File: src/rtl/usec_pkg.sv
package usec_pkg;
  // width of one ratio field (mul-1 or div-1)
  parameter int TERM_W = 8;
  localparam int FIELD_W = 2 * TERM_W;

  // a term holds values 1 .. 2**TERM_W
  typedef logic [TERM_W:0] term_t;

  typedef struct packed {
    term_t mul;
    term_t div;
  } ratio_t;

  // reset word: mul 1, div 12
  localparam logic [FIELD_W-1:0] BOOT_FIELD = {TERM_W'(0), TERM_W'(11)};

  function automatic term_t field_to_term(logic [TERM_W-1:0] f);
    return term_t'(f) + term_t'(1);
  endfunction

  // decode the stored word into usable terms; mul is clamped to div
  function automatic ratio_t decode_ratio(logic [FIELD_W-1:0] w);
    ratio_t r;
    r.mul = field_to_term(w[FIELD_W-1:TERM_W]);
    r.div = field_to_term(w[TERM_W-1:0]);
    if (r.mul > r.div) r.mul = r.div;
    return r;
  endfunction
endpackage

File: src/rtl/usec_cfg_reg.sv
module usec_cfg_reg
  import usec_pkg::*;
(
  input  logic               clk,
  input  logic               rst_n,
  input  logic               wr_en,
  input  logic [FIELD_W-1:0] wr_data,
  output logic [FIELD_W-1:0] rd_data,
  output ratio_t             ratio
);
  logic [FIELD_W-1:0] field_q;

  always_ff @(posedge clk or negedge rst_n) begin
    if (!rst_n)     field_q <= BOOT_FIELD;
    else if (wr_en) field_q <= wr_data;
  end

  assign rd_data = field_q;
  assign ratio   = decode_ratio(field_q);


  write_lands_chk: assert property (@(posedge clk) disable iff (!rst_n)
    wr_en |=> rd_data == $past(wr_data));
endmodule

File: src/rtl/usec_rate_gen.sv
module usec_rate_gen
  import usec_pkg::*;
(
  input  logic   clk,
  input  logic   rst_n,
  input  logic   restart,
  input  logic   hold,
  input  ratio_t ratio,
  output logic   step
);
  localparam int ACC_W = TERM_W + 2;

  logic [ACC_W-1:0] acc_q;
  logic [ACC_W-1:0] sum;
  logic             reach;

  function automatic logic [ACC_W-1:0] add_mul(logic [ACC_W-1:0] a, term_t m);
    return a + ACC_W'(m);
  endfunction

  function automatic logic [ACC_W-1:0] fold(logic [ACC_W-1:0] s, term_t d, logic hit);
    return hit ? s - ACC_W'(d) : s;
  endfunction

  assign sum   = add_mul(acc_q, ratio.mul);
  assign reach = sum >= ACC_W'(ratio.div);
  assign step  = !restart && !hold && reach;

  always_ff @(posedge clk or negedge rst_n) begin
    if (!rst_n)       acc_q <= '0;
    else if (restart) acc_q <= '0;
    else if (!hold)   acc_q <= fold(sum, ratio.div, reach);
  end


  acc_below_div_chk: assert property (@(posedge clk) disable iff (!rst_n)
    acc_q < ACC_W'(ratio.div));

  hold_keeps_acc_chk: assert property (@(posedge clk) disable iff (!rst_n)
    (hold && !restart) |=> $stable(acc_q));

  restart_clears_chk: assert property (@(posedge clk) disable iff (!rst_n)
    restart |=> acc_q == '0);
endmodule

File: src/rtl/usec_counter.sv
module usec_counter #(
  parameter int CNT_W = 32
) (
  input  logic             clk,
  input  logic             rst_n,
  input  logic             step,
  output logic             tick,
  output logic [CNT_W-1:0] count
);
  function automatic logic [CNT_W-1:0] bump(logic [CNT_W-1:0] c);
    return c + CNT_W'(1);
  endfunction

  always_ff @(posedge clk or negedge rst_n) begin
    if (!rst_n) begin
      tick  <= 1'b0;
      count <= '0;
    end else begin
      tick <= step;
      if (step) count <= bump(count);
    end
  end


  tick_moves_chk: assert property (@(posedge clk) disable iff (!rst_n)
    tick |-> count == CNT_W'($past(count) + CNT_W'(1)));

  idle_holds_chk: assert property (@(posedge clk) disable iff (!rst_n)
    !tick |-> count == $past(count));
endmodule

File: src/rtl/usec_timebase.sv
module usec_timebase
  import usec_pkg::*;
#(
  parameter int CNT_W = 32
) (
  input  logic               clk,
  input  logic               rst_n,
  input  logic               cfg_wr,
  input  logic [FIELD_W-1:0] cfg_wdata,
  output logic [FIELD_W-1:0] cfg_rdata,
  input  logic               freeze,
  output logic               tick,
  output logic [CNT_W-1:0]   us_count
);
  ratio_t ratio;
  logic   step;

  usec_cfg_reg u_cfg (
    .clk     (clk),
    .rst_n   (rst_n),
    .wr_en   (cfg_wr),
    .wr_data (cfg_wdata),
    .rd_data (cfg_rdata),
    .ratio   (ratio)
  );

  usec_rate_gen u_rate (
    .clk     (clk),
    .rst_n   (rst_n),
    .restart (cfg_wr),
    .hold    (freeze),
    .ratio   (ratio),
    .step    (step)
  );

  usec_counter #(.CNT_W(CNT_W)) u_cnt (
    .clk   (clk),
    .rst_n (rst_n),
    .step  (step),
    .tick  (tick),
    .count (us_count)
  );


  freeze_quiet_chk: assert property (@(posedge clk) disable iff (!rst_n)
    freeze |=> !tick);

  write_quiet_chk: assert property (@(posedge clk) disable iff (!rst_n)
    cfg_wr |=> (!tick && us_count == $past(us_count)));
endmodule

File: config.mk
export PLATFORM = sky130hd
export DESIGN_NAME = usec_timebase
export DESIGN_NICKNAME = d
export VERILOG_FILES = /design/src/rtl/usec_pkg.sv /design/src/rtl/usec_cfg_reg.sv /design/src/rtl/usec_rate_gen.sv /design/src/rtl/usec_counter.sv /design/src/rtl/usec_timebase.sv
export SDC_FILE = /design/constraint.sdc
export NUM_CORES = 1
export LEC_CHECK = 0
export ABC_AREA = 1
export BUFFER_PORTS_ARGS = -buffer_cell sky130_fd_sc_hd__buf_4
export CORE_UTILIZATION = 35
export CTS_CLUSTER_DIAMETER = 60
export DETAILED_ROUTE_END_ITERATION = 16
export GPL_TIMING_DRIVEN = 1
export PLACE_DENSITY = 0.54
export SKIP_LAST_GASP = 1
export SYNTH_ARGS = -nofsm -noshare
export SYNTH_HDL_FRONTEND = slang
export SYNTH_SLANG_ARGS = --single-unit
File: constraint.sdc
create_clock -name clk -period 5.7 [get_ports clk]
set_input_delay 0.285 -clock clk [delete_from_list [all_inputs] [get_ports clk]]
set_output_delay 0.285 -clock clk [all_outputs]
set_load 0.03 [all_outputs]
# Yosys cells after proc, flatten, opt, wreduce, memory -nomap -nowiden
# Index checks and enable logic that the tools add are counted.
[word_totals]
mem_count = 0
mem_bits_ro = 0
input_bits = 20
output_inout_bits = 49
latch_bits = 0
mem_bits_rw = 0
reg_bits = 59
wordCells = 20
[op_classes]
shift = 0
bitwise_logic = 0
div = 0
addsub = 5
eq_ne = 1
mux = 4
n_lt_le_gt_ge = 2
reduce_logical = 4
multipliers = 0
[ops]
columns = ["op", "n"]
rows = [
  ["$add A32 B1 Y32 const B", 1],
  ["$mux W10", 3],
  ["$add A8 B1 Y9 const B", 2],
  ["$add A10 B9 Y10", 1],
  ["$ge A10 B9 Y1", 1],
  ["$sub A10 B9 Y10", 1],
  ["$gt A9 B9 Y1", 1],
  ["$mux W9", 1],
  ["$logic_and A1 B1 Y1", 2],
  ["$logic_not A1 Y1", 2],
  ["$ne A2 B2 Y1 const B", 1],
]

# Logic depth before layout (Yosys ltp)
[logic_depth]
word_depth = 8
depth_mapped = 35
ltp_nobuf = 34

# Hierarchy
# Synthesis repeated with hierarchy kept, for this count alone.
[hier_totals]
cells_unflattened = 672
hier_area_um2 = 4714.5
[by_module_without_submodules]
columns = ["module", "cells_per_inst", "area_each_um2", "seq_area_each_um2", "instances"]
rows = [
  ["usec_counter", 230, 1786.7, 825.8, 1],
  ["usec_rate_gen", 267, 1615.3, 250.2, 1],
  ["usec_cfg_reg", 175, 1312.5, 404.1, 1],
]

# Least setup slack after synthesis
# OpenSTA, ideal clock, no wires.
[synth_path]
path_kind = "register to register"
startpoint = "reg u_cfg.field_q[0] (netlist: u_cfg.rd_data[0])"
endpoint = "reg u_cnt.count[12]"
n_path_buf = 2
path_stages_with_launch = 33
t_arrival_ns = 4.897
setup_ns = 0.117
synth_period_minus_slack_ns = 5.014
slack_ns = 0.686
required_ns = 5.583
cell_sequence = "dfstp_2 ha_1 nand3_1 nor3_1 xor2_1 ha_1 inv_1 o21bai_1 a21oi_1 nand3_2 nand3_1 nand2_1 ha_1 fa_1 nand3_1 nand2_1 nand2_1 nand2_1 or2_2 nand2_1 inv_1 ha_1 nand2_1 nor3_1 nand3_1 nand3_2 inv_4 nand2_2 nand2_2 buf_6 buf_6 nand2_1 nand2_1"
[synth_via]
elab_chain_len = 6
[synth_rtl]
columns = ["element", "line", "text"]
rows = [
  ["start, declared", "usec_cfg_reg.sv:11", "logic [FIELD_W-1:0] field_q;"],
  ["start signal, assigned", "usec_cfg_reg.sv:15", "else if (wr_en) field_q <= wr_data;"],
  ["$add A8 B1 Y9 (*)", "usec_pkg.sv:18", "return term_t'(f) + term_t'(1);"],
  ["$gt A9 B9 Y1", "usec_pkg.sv:26", "if (r.mul > r.div) r.mul = r.div;"],
  ["$mux W9", "usec_pkg.sv:26", ""],
  ["$add A10 B9 Y10", "usec_rate_gen.sv:18", "return a + ACC_W'(m);"],
  ["$ge A10 B9 Y1 (*)", "usec_rate_gen.sv:26", "assign reach = sum >= ACC_W'(ratio.div);"],
  ["$logic_and A1 B1 Y1 (*)", "usec_rate_gen.sv:27", "assign step = !restart && !hold && reach;"],
  ["end signal, assigned", "usec_counter.sv:20", "if (step) count <= bump(count);"],
  ["end, declared", "usec_counter.sv:8", "output logic [CNT_W-1:0] count"],
]
# Mark *: on every way between the ends. The rest lies on a longest branch, timed or not.
# A chain may end at the register's enable or synchronous reset.

# Worst setup path after layout
[layout_path]
startpoint = "reg u_cfg.field_q[0] (netlist: u_cfg.rd_data[0])"
endpoint = "reg u_cnt.count[17]"
# The elaborated chain is that of the path after synthesis.

==> metrics.yaml <==
synthesis:
  yosys_warnings: 0
  synth_largest_area_cell: "dfrtp_1"
  syn_area_um2: 4720
  syn_avg_cell_area_um2: 7.02
  ys_types: 40
  synth_fp_nets: 722
  synth_top_area_share_pct: 29.7
  seq_area_frac_synth_pct: 31.4
  postSynthCellCount: 672
  ys_ff_latch: 59
  yosys-top-cells-area: "dfrtp_1, nand2_1, ha_1"
critical_path:
  critPathBufInv: 4
  cpMostUsedCell: "nand2_1"
  worstReg2RegStart: "u_cfg.rd_data[0]"
  max_stage_delay_ns: 0.59
  start_kind: "flop"
  required_ns: 5.93
  crit_path_end_kind: "flop"
  arrival_ns: 5.56
  critPathSlowestCell: "dfstp_2"
  reg2reg_slack_ns: 0.37
  cp_top_family: "simple AND/OR/NAND/NOR gates"
  r2r_end: "u_cnt.count[17]"
  crit_path_max_fanout: 10
  rr_worst_depth: 32
  setup.worst_path.start: "u_cfg.rd_data[0]"
  critical_path_class: "flop to flop"
power:
  powerDensity_nw_per_um2: 433
  vdd_drop_max_mv: 0.202
  p_leak_uw: 0.00310
  power.total_uw: 2590
placed_design:
  port_buffers: 68
  dp_slack_ns: 0.0742
  gp_congestion: 0.973
  hpwl_mm: 10.4
sta:
  setup_ws_ns: 0.369
  slew_headroom_pct: 27.9
  maxSlewViolCount: 0
  fin_tns_setup_ns: 0
  finalSetupViolations: 0
  clock.fmax_mhz: 188
  min_period_over_period_pct: 93.5
  fin_worst_skew_ns: 0.00478
  hold_slack_ns: 0.00849
  max_slew.worst_pin.slew_ns: 1.08
  finalHoldViolCount: 0
  fin_crit_ns: 5.33
floorplan:
  die_area_um2: 14000
  io_pins: 69
  die_y_um: 118
  fp.dieW_um: 118
  start_util_pct: 35.8
  rows: 42
  coreArea_um2: 13200
clocking:
  cts_tree: "yes"
  cts_buffers: 9
  htreeDepth: 3
  hold_buffers: 0
  clk_latency_ns: 0.34
  cts_buffer_depth: 2
  clkSinkCount: 59
  clkTransAtPathRegs_ns: 0.05
  root_buffer: "clkbuf_16"
global_route:
  grt.total_usage_pct: 20.6
  antenna_found_initial: 0
  grt_max_degree: 60
  grt.overflow.total: 0
  grt_pass1_vias: 4613
  grt_pass1_wl_mm: 22.6
detailed_routing:
  drt-initial-drc-count: 244
  wl_met2_mm: 7.04
  vias: 4620
  via_per_inst: 4.94
  drt-total-wl_mm: 13.9
  wl_per_cell_um: 14.8
  first_pass_iters: 5
  routed-wl-met3_um: 496
  ant_nets: 0
  met1_length_mm: 6.02
  top_layer: "met4"
  route.detailed.drc: 0
run:
  cap_viol_max_count: 0
layout:
  final_common_cell: "nand2_1"
  area_growth_syn_to_layout_pct: 26.5
  drive_gt1_share_pct: 18.2
  nets: 804
  final_cell_mix: "nand2_1, buf_4, inv_1, dfrtp_1, nand3_1"
  n_antenna_cell: 0
min_path:
  hold_class: "primary input to async pin"
outcome:
  status: "finished clean"
==> state kept, by name, indices dropped and copies added, names as in the netlist <==
name and count:
u_cnt.tick 1, u_cfg.rd_data 16, u_cnt.count 32, u_rate.acc_q 10
==> report_power, final <==
part	total, µW	internal (µW)	switching (µW)
sequential	525	470	54.5
clock	610	406	204
combinational	1450	551	900
total	2590	1430	1160
==> how the worst max path moves through the flow <==
| stage | to | slack [ns] | depth (start not counted) |
|---|---|---|---|
| final | u_cnt.count[17] | 0.37 | 32 |
| after global routing | u_cnt.count[16] | -0.01 | 32 |
| after CTS | u_cnt.count[0] | 0.06 | 31 |
| after detailed placement | u_cnt.count[0] | 0.07 | 31 |
| after global placement | u_cnt.count[0] | 0.23 | 31 |
| after floorplan | u_cnt.count[12] | 0.69 | 32 |
==> cells in the mapped netlist <==
master	count
or2_2	1
mux2_2	5
a31o_2	1
buf_6	4
inv_1	67
buf_2	1
a21o_1	2
xor2_1	36
buf_1	1
fa_1	2
o21ai_0	16
nand3b_1	2
buf_4	2
nor2_1	35
and2_1	1
ha_1	28
dfrtp_1	56
a21oi_2	1
nand3_2	4
nor3_2	1
nor3_1	24
nand3_1	55
a211oi_1	1
nor2_2	1
a21boi_0	1
nand2_2	4
inv_4	2
nand4_1	10
nor4_1	10
inv_2	3
o21ai_2	3
dfstp_2	3
nand3_4	2
nand2_1	253
xnor2_1	13
clkbuf_1	3
o21bai_1	3
a21oi_1	12
o21ai_1	1
nand2_4	2
==> timing repair <==
action | CTS | global route
resized for setup | 0 | 23
setup endpoints to repair | 0 | 43
setup buffers | 0 | 4
==> kinds of logic (layout without fill, tap and decap cells) <==
kind of cell | after synthesis | after routing | synth area share [%]
mux | 5 | 5 | 1.19
fa+ha+maj | 30 | 30 | 8.27
xor+xnor | 49 | 49 | 9.09
compound gates | 41 | 41 | 5.12
buf+inv | 83 | 169 | 7.53
flops | 59 | 59 | 31.4
simple gates | 405 | 406 | 37.5
==> worst reg2reg max path: cells and delay by family (launching register included) <==
family                   cells  cell delay, ns
XOR/XNOR                     1            0.22
adder cells (fa/ha/maj)      5            1.47
buffers and inverters        4            0.44
flip-flops                   1            0.59
AND/OR/NAND/NOR             22            2.52
==> routing by layer <==
metal	vias up	global-route usage, %
li1	2330	-
met1	2164	24.0
met2	105	36.3
met3	21	5.07
met4	0	7.61
met5	-	0
==> through the flow <==
step | utilization, % | cells | cell area [µm²]
3_3_place_gp | 41.0 | 910 | 5410
4_1_cts | 43.5 | 926 | 5740
3_5_place_dp | 41.0 | 910 | 5410
5_1_grt | 45.3 | 935 | 5970
2_1_floorplan | - | 672 | 4720
6_report | 45.3 | 935 | 5970
==> final cells by class <==
| type | instances | area, µm² |
|---|---|---|
| Sequential cell | 59 | 1480 |
| Clock inverter | 4 | 72.6 |
| Tap cell | 176 | 220 |
| Multi-Input combinational cell | 531 | 2970 |
| Clock buffer | 12 | 256 |
| Timing Repair Buffer | 81 | 689 |
| Fill cell | 1362 | 7220 |
| Inverter | 72 | 285 |
Power figures use the tool's default switching activity.
